$ cat config.mk
export PLATFORM = sky130hd
export DESIGN_NAME = gpio_port_ioc
export DESIGN_NICKNAME = d
export VERILOG_FILES = /design/src/rtl/gpio_port_pkg.sv /design/src/rtl/gpio_sync.sv /design/src/rtl/gpio_regs.sv /design/src/rtl/gpio_change.sv /design/src/rtl/gpio_port_ioc.sv
export SDC_FILE = /design/constraint.sdc
export NUM_CORES = 1
export LEC_CHECK = 0
export BUFFER_PORTS_ARGS = -buffer_cell sky130_fd_sc_hd__buf_4
export CORE_MARGIN = 2
export CORE_UTILIZATION = 45
export DETAILED_ROUTE_END_ITERATION = 10
export PLACE_DENSITY = 0.72
export SKIP_CTS_REPAIR_TIMING = 1
export SLEW_MARGIN = 25
export SYNTH_ARGS = -nofsm -noshare
export SYNTH_HDL_FRONTEND = slang
export SYNTH_SLANG_ARGS = --single-unit
$ cat constraint.sdc
create_clock -name clk -period 2.6 [get_ports clk]
set_clock_uncertainty 0.2 [all_clocks]
set_input_delay 0.13 -clock clk [delete_from_list [all_inputs] [get_ports clk]]
set_output_delay 0.13 -clock clk [all_outputs]
set_load 0.01 [all_outputs]
$ cat src/rtl/gpio_port_pkg.sv
package gpio_port_pkg;
  typedef enum logic [1:0] {
    SEL_DATA = 2'd0,
    SEL_DIR  = 2'd1,
    SEL_CTRL = 2'd2,
    SEL_FLAG = 2'd3
  } reg_sel_e;
endpackage

$ cat src/rtl/gpio_sync.sv
module gpio_sync #(
  parameter int W      = 8,
  parameter int STAGES = 2
) (
  input  logic         clk,
  input  logic [W-1:0] d,
  output logic [W-1:0] q
);
  logic [W-1:0] stage [STAGES];

  always_ff @(posedge clk) begin
    stage[0] <= d;
    for (int s = 1; s < STAGES; s++) stage[s] <= stage[s-1];
  end

  assign q = stage[STAGES-1];
endmodule

$ cat src/rtl/gpio_regs.sv
module gpio_regs
  import gpio_port_pkg::*;
#(
  parameter int W = 8
) (
  input  logic         clk,
  input  logic         rst,
  input  logic         wr_en,
  input  logic         rd_en,
  input  logic [1:0]   addr,
  input  logic [W-1:0] wr_data,
  input  logic [W-1:0] sync_in,
  input  logic         flag,
  output logic [W-1:0] out_lat,
  output logic [W-1:0] dir,
  output logic         pu_dis,
  output logic         ien,
  output logic         port_acc,
  output logic         flag_clr,
  output logic [W-1:0] rd_data
);
  localparam int PU_BIT  = W - 1;
  localparam int IEN_BIT = 0;

  reg_sel_e     sel;
  logic [W-1:0] ctrl_view;
  logic [W-1:0] flag_view;

  assign sel      = reg_sel_e'(addr);
  assign port_acc = (wr_en | rd_en) && (sel == SEL_DATA);
  assign flag_clr = wr_en && (sel == SEL_FLAG) && !wr_data[0];

  always_comb begin
    ctrl_view          = '0;
    ctrl_view[PU_BIT]  = pu_dis;
    ctrl_view[IEN_BIT] = ien;
    flag_view          = '0;
    flag_view[0]       = flag;
  end

  always_ff @(posedge clk) begin
    if (rst) begin
      out_lat <= '0;
      dir     <= '1;
      pu_dis  <= 1'b1;
      ien     <= 1'b0;
      rd_data <= '0;
    end else begin
      if (wr_en) begin
        unique case (sel)
          SEL_DATA: out_lat <= wr_data;
          SEL_DIR:  dir     <= wr_data;
          SEL_CTRL: begin
            pu_dis <= wr_data[PU_BIT];
            ien    <= wr_data[IEN_BIT];
          end
          default: ;
        endcase
      end
      if (rd_en) begin
        unique case (sel)
          SEL_DATA: rd_data <= sync_in;
          SEL_DIR:  rd_data <= dir;
          SEL_CTRL: rd_data <= ctrl_view;
          default:  rd_data <= flag_view;
        endcase
      end
    end
  end

  AST_DIR_AFTER_RESET: assert property (@(posedge clk) disable iff (rst)
    $past(rst) |-> (dir == '1 && !pu_dis == 1'b0)) else $error("dir reset");
endmodule

$ cat src/rtl/gpio_change.sv
module gpio_change #(
  parameter int W  = 8,
  parameter int LO = 4
) (
  input  logic              clk,
  input  logic              rst,
  input  logic [W-LO-1:0]   sync_hi,
  input  logic [W-LO-1:0]   dir_hi,
  input  logic              port_acc,
  input  logic              flag_clr,
  output logic              flag
);
  localparam int CW = W - LO;

  logic [CW-1:0] snap;
  logic [CW-1:0] diff;
  logic          mism;

  generate
    for (genvar b = 0; b < CW; b++) begin : g_cmp
      assign diff[b] = dir_hi[b] & (sync_hi[b] ^ snap[b]);
    end
  endgenerate

  assign mism = |diff;

  always_ff @(posedge clk) begin
    if (rst) begin
      snap <= sync_hi;
      flag <= 1'b0;
    end else begin
      if (port_acc) snap <= sync_hi;
      if (mism)          flag <= 1'b1;
      else if (flag_clr) flag <= 1'b0;
    end
  end

  AST_MISM_SETS_FLAG: assert property (@(posedge clk) disable iff (rst)
    mism |=> flag) else $error("mismatch lost");
  AST_CLEAR_NEEDS_CALM: assert property (@(posedge clk) disable iff (rst)
    $fell(flag) |-> ($past(flag_clr) && !$past(mism))) else $error("bad clear");
  AST_SNAP_REFRESH: assert property (@(posedge clk) disable iff (rst)
    port_acc |=> (snap == $past(sync_hi))) else $error("snap stale");
  AST_QUIET_AFTER_RESET: assert property (@(posedge clk) disable iff (rst)
    ($past(rst) && $stable(sync_hi)) |-> !mism) else $error("spurious");
endmodule

$ cat src/rtl/gpio_port_ioc.sv
module gpio_port_ioc #(
  parameter int W           = 8,
  parameter int CHG_LO      = 4,
  parameter int SYNC_STAGES = 2
) (
  input  logic         clk,
  input  logic         rst,
  input  logic [1:0]   bus_addr,
  input  logic         bus_wr,
  input  logic         bus_rd,
  input  logic [W-1:0] bus_wdata,
  output logic [W-1:0] bus_rdata,
  input  logic [W-1:0] pin_i,
  output logic [W-1:0] pad_out_o,
  output logic [W-1:0] pad_oe_o,
  output logic [W-1:0] pull_en_o,
  output logic         irq_o
);
  logic [W-1:0] sync_q;
  logic [W-1:0] out_lat;
  logic [W-1:0] dir;
  logic         pu_dis;
  logic         ien;
  logic         port_acc;
  logic         flag_clr;
  logic         flag;

  gpio_sync #(.W(W), .STAGES(SYNC_STAGES)) u_sync (
    .clk (clk),
    .d   (pin_i),
    .q   (sync_q)
  );

  gpio_regs #(.W(W)) u_regs (
    .clk      (clk),
    .rst      (rst),
    .wr_en    (bus_wr),
    .rd_en    (bus_rd),
    .addr     (bus_addr),
    .wr_data  (bus_wdata),
    .sync_in  (sync_q),
    .flag     (flag),
    .out_lat  (out_lat),
    .dir      (dir),
    .pu_dis   (pu_dis),
    .ien      (ien),
    .port_acc (port_acc),
    .flag_clr (flag_clr),
    .rd_data  (bus_rdata)
  );

  gpio_change #(.W(W), .LO(CHG_LO)) u_chg (
    .clk      (clk),
    .rst      (rst),
    .sync_hi  (sync_q[W-1:CHG_LO]),
    .dir_hi   (dir[W-1:CHG_LO]),
    .port_acc (port_acc),
    .flag_clr (flag_clr),
    .flag     (flag)
  );

  assign pad_out_o = out_lat;
  assign pad_oe_o  = ~dir;
  assign irq_o     = flag & ien;

  generate
    for (genvar i = 0; i < W; i++) begin : g_pull
      assign pull_en_o[i] = dir[i] & ~pu_dis;
    end
  endgenerate

  AST_PULL_ONLY_INPUTS: assert property (@(posedge clk) disable iff (rst)
    (pull_en_o & pad_oe_o) == '0) else $error("pull on output");
  AST_IRQ_NEEDS_FLAG: assert property (@(posedge clk) disable iff (rst)
    irq_o |-> flag) else $error("irq without flag");
  AST_OE_AFTER_RESET: assert property (@(posedge clk) disable iff (rst)
    $past(rst) |-> (pad_oe_o == '0 && pad_out_o == '0)) else $error("oe reset");
endmodule

# After elaboration in Yosys (flattened, before gate mapping)
# Memories as Yosys holds them, arrays and structs flattened.
# Index checks and enable logic that the tools add are counted.
word_totals:
  reg_bits: 31
  mem_bits_rw: 16
  input_bits: 22
  output_inout_bits: 33
  wordCells: 47
  mem_count: 1
classes:
  eq_ne: 3
  mux: 5
  n_bitwise: 20
  reduce_logical: 11
memory_table:
  columns: ["memory", "depth", "width", "read_ports", "rd_ports_with_merged_regs", "wr", "line_no", "text"]
  rows:
  - ["u_sync.stage", 2, 8, 2, 0, 2, "gpio_sync.sv:9", "logic [W-1:0] stage [STAGES];"]
ops:
  columns: ["operator", "n"]
  rows:
  - ["8-bit one-hot mux with 3 select lines", 1]
  - ["1-bit AND", 13]
  - ["4-bit 2-to-1 mux", 2]
  - ["8-bit NOT", 1]
  - ["2-bit AND reduction", 3]
  - ["2-bit equality test (second input constant)", 2]
  - ["2-bit nonzero test", 2]
  - ["4-bit OR reduction", 1]
  - ["1-bit bitwise XOR", 4]
  - ["1-bit logical AND", 3]
  - ["2-bit by 1-bit equality test with 1-bit output (second input constant)", 1]
  - ["2-bit logical NOT", 1]
  - ["1-bit 2-to-1 mux", 2]
  - ["1-bit logical NOT", 1]
  - ["1-bit NOT", 1]
  - ["1-bit bitwise OR", 1]

# Longest topological paths before layout
logic_depth:
  ltp_word: 5
  mapped_depth: 5
  ltp_nobuf: 3

# By module
# Synthesis repeated with hierarchy kept, for this count alone.
unflattened:
  hier_cells: 165
  hier_area_um2: 1823.0
by_module_without_submodules:
  columns: ["mod", "n_inst", "cells_each", "area_per_inst_um2", "seq_area_each_um2"]
  rows:
  - ["gpio_regs", 1, 110, 1148.6, 520.5]
  - ["gpio_sync", 1, 24, 380.4, 320.3]
  - ["gpio_change", 1, 14, 207.7, 140.1]
  - ["gpio_port_ioc", 1, 17, 86.3, 0.0]

# Worst setup path after synthesis
# No wires, ideal clock.
synth_timing:
  path_kind: "input port to flip-flop"
  from: "input bus_rd"
  to: "register u_chg.snap[0] (enable)"
  setup_ns: 0.373
  arrival_time_ns: 0.897
  slack_ns: 1.131
  cell_stages: 3
  n_path_buf: 1
  cell_sequence: "clkbuf_1 nor2_1 o31ai_1"
synth_between:
  elab_chain_cells: 3
synth_rtl:
  columns: ["element", "line_no", "text"]
  rows:
  - ["from (decl)", "gpio_port_ioc.sv:10", "input logic bus_rd,"]
  - ["1-bit bitwise OR", "gpio_regs.sv:30", "assign port_acc = (wr_en | rd_en) && (sel == SEL_DATA);"]
  - ["1-bit logical AND", "gpio_regs.sv:30", null]
  - ["2-bit nonzero test (no source line)", null, null]
  - ["to (signal assigned)", "gpio_change.sv:29", "snap <= sync_hi;"]
  - ["to (signal assigned)", "gpio_change.sv:32", "if (port_acc) snap <= sync_hi;"]
  - ["to (decl)", "gpio_change.sv:15", "logic [CW-1:0] snap;"]
# No other way between the ends.
# A chain may end at the register's enable or synchronous reset.

# Worst setup path after layout
layout_timing:
  from: "input bus_rd"
  to: "register u_chg.snap[1] (enable)"
# Same word-level chain as after synthesis.

==> results.py <==
metrics = {
    "placed_design": {
        "dpl.cell_count": 249,
        "gp_congestion": 0.784,
        "hpwl_um": 2520,
        "io_buffer_count": 54,
    },
    "synthesis": {
        "yosys_most_used_dff": "dfxtp_1",
        "async_reset_ff_share_pct": 0,
        "synth_enable_flop_cells": 4,
        "synth.ff_latch_count": 47,
        "synth_cells": 155,
        "ys_types": 24,
        "syn_nets": 177,
        "synth_seq_area_share_pct": 58.2,
        "yosysWarnings": 0,
        "synth_area_per_cell_um2": 10.9,
        "synth_area_mm2": 0.00168,
    },
    "die": {
        "die_height_um": 65.2,
        "core_area_mm2": 0.00363,
        "die_w_um": 65.2,
        "io_pins": 55,
        "rows": 22,
        "fp.dieArea_mm2": 0.00425,
        "initial_core_util_pct": 46.3,
    },
    "global_routing": {
        "grt_antenna_before_repair": 0,
        "grt_pass1_vias": 1155,
        "grt_pass1_wl_um": 5490,
        "grt_usage_pct": 17.4,
        "grt_max_degree": 19,
        "overflow": 0,
    },
    "layout": {
        "final_cells": 275,
        "area_delta_synth_final_pct": 40.9,
        "multi_input_area_um2": 619,
        "antenna_cells": 0,
        "drive_above_1_share_pct": 30.4,
        "fillers": 305,
        "mostFrequentLayoutCell": "buf_4",
        "final_cell_mix": "buf_4, dfxtp_1, nor2_1, mux2i_1, dlygate4sd3_1",
        "nets": 248,
        "seqCellArea_um2": 981,
    },
    "clock_tree": {
        "path_clk_slew_ns": 0.08,
        "clock_sinks": 47,
        "clk_latency_ns": 0.30,
        "clockRootBuffer": "clkbuf_8",
        "cts_buffer_depth": 2,
        "cts_tree": "done",
        "htreeDepth": 2,
        "numCtsBuffers": 5,
    },
    "worst_setup_path": {
        "cp_top_family": "buffers and inverters",
        "cp-start-kind": "primary input",
        "path_class": "primary input to register",
        "cpPeakStageDelay_ns": 0.53,
        "path_max_fanout": 11,
        "cp_cell_sequence": "dlygate4sd3_1, buf_4, nor2_1, o31ai_1",
        "cp.required_ns": 2.34,
        "critPathArrivalTime_ns": 1.41,
        "cp_num_buf_inv": 2,
        "cp_slowest_cell": "dlygate4sd3_1",
        "critPathCaptureType": "register",
    },
    "timing": {
        "hold_viol": 0,
        "max_freq_mhz": 599,
        "worst_pin_slew_ns": 0.594,
        "rsz0062_at_grt": "false",
        "drv_slew": 0,
        "slew_headroom_pct": 60.0,
        "finalCritPeriodShare_pct": 64.2,
        "fin_crit_ns": 1.67,
        "setup_violations": 0,
        "setup_tns_ns": 0,
    },
    "route": {
        "dr_total_vias": 1305,
        "drc_errors": 0,
        "first_iter_violations": 71,
        "firstDrtPassIters": 4,
        "routed_via_density": 4.75,
        "final_antenna_net_count": 0,
        "wirelength_um": 3550,
        "wl_per_cell_um": 12.9,
    },
    "pwr": {
        "pwr-share-clk_pct": 30.3,
        "leakage_uw": 0.00117,
        "p_sw_share_pct": 23.4,
        "combPwrFrac_pct": 12.4,
        "p_sw_uw": 321,
        "vdd_drop_max_mv": 0.384,
        "pwr-share-seq_pct": 57.3,
        "p_per_area_mw_per_mm2": 579,
        "internal-power_uw": 1050,
    },
    "status": {
        "status": "complete, no violations",
    },
    "flow_run": {
        "cap_violations": 0,
    },
    "worst_hold_path": {
        "hold_path_class": "primary input to register",
    },
}
## stage by stage
step           cell area, µm²  setup slack (ns)  utilization, %  hold slack [ns]  power [µW]
3_3_place_gp             2110              1.21            58.0           0.0345         949
5_1_grt                  2370             0.889            65.3           0.0207        1440
3_5_place_dp             2110              1.17            58.0           0.0362         953
4_1_cts                  2190              1.13            60.3           -0.284        1370
2_1_floorplan            1680              1.13               -          -0.0423         880
6_report                 2370             0.932            65.3           0.0220        1370
## path summary, 6_finish.rpt
| check | from | cells past startpoint | end | slack, ns |
|---|---|---|---|---|
| setup reg to reg | u_chg.flag | 3 | u_regs.rd_data[0] | 1.30 |
| hold / removal | bus_addr[1] | 3 | u_regs.rd_data[7] | 0.02 |
| setup / recovery | bus_rd | 4 | u_chg.snap[1] | 0.93 |
| hold reg to reg | u_sync.stage[0][4] | 0 | u_sync.stage[0][12] | 0.13 |
## cell families (layout without fill, tap and decap cells)
group	Yosys count	in the layout	share of synthesized area, %
AO/OA/AOI/OAI	12	12	4.61
buffers and inverters	18	90	4.98
XOR/XNOR	4	4	2.08
AND/OR/NAND/NOR	47	47	12.9
flip-flops	47	47	58.2
multiplexers	27	27	17.2
## registers in the layout (all words and copies together) (netlist names)
register and count:
u_sync.stage 16, u_regs.dir 8, u_regs.out_lat 8, u_regs.rd_data 8, u_chg.snap 4, u_chg.flag 1
u_regs.ien 1, u_regs.pu_dis 1
## worst min-delay path, cell delays in order
cell and delay [ns]:
buf_4 0.14, o211ai_1 0.11, o211a_1 0.11
## routing by layer
metal	track usage (%)	vias up	part of all wire, %
met5	0	-	0
met4	7.03	0	1.9
met3	6.51	9	6.1
li1	-	648	-
met1	22.2	610	44
met2	26.7	38	48
## power groups by stage
stage	registers (µW)	logic [µW]	clock network (µW)
2_1_floorplan	802	78.6	0
3_3_place_gp	803	146	0
3_5_place_dp	804	149	0
4_1_cts	787	150	429
5_1_grt	791	185	465
6_report	786	170	417
## Yosys cell counts, types with 3 or more instances
master	number	share of area, %
xor2_1	4	2.1
mux2i_1	20	12
nand3b_1	3	1.3
mux2_2	6	4.0
nor2_1	25	5.6
nand2_1	9	2.0
edfxtp_1	4	7.1
nor2b_1	7	2.6
dfxtp_1	43	51
a21oi_1	7	2.1
inv_1	9	2.0
clkbuf_1	5	1.1
## layout make-up
cell class,count,share of cell area (%)
sequential,47,41.4
multi-input combinational,90,26.1
timing repair buffer,73,25.0
clock buffer,6,3.06
tap,48,2.53
inverter,9,1.42
clock inverter,2,0.527
Power figures use the tool's default switching activity.
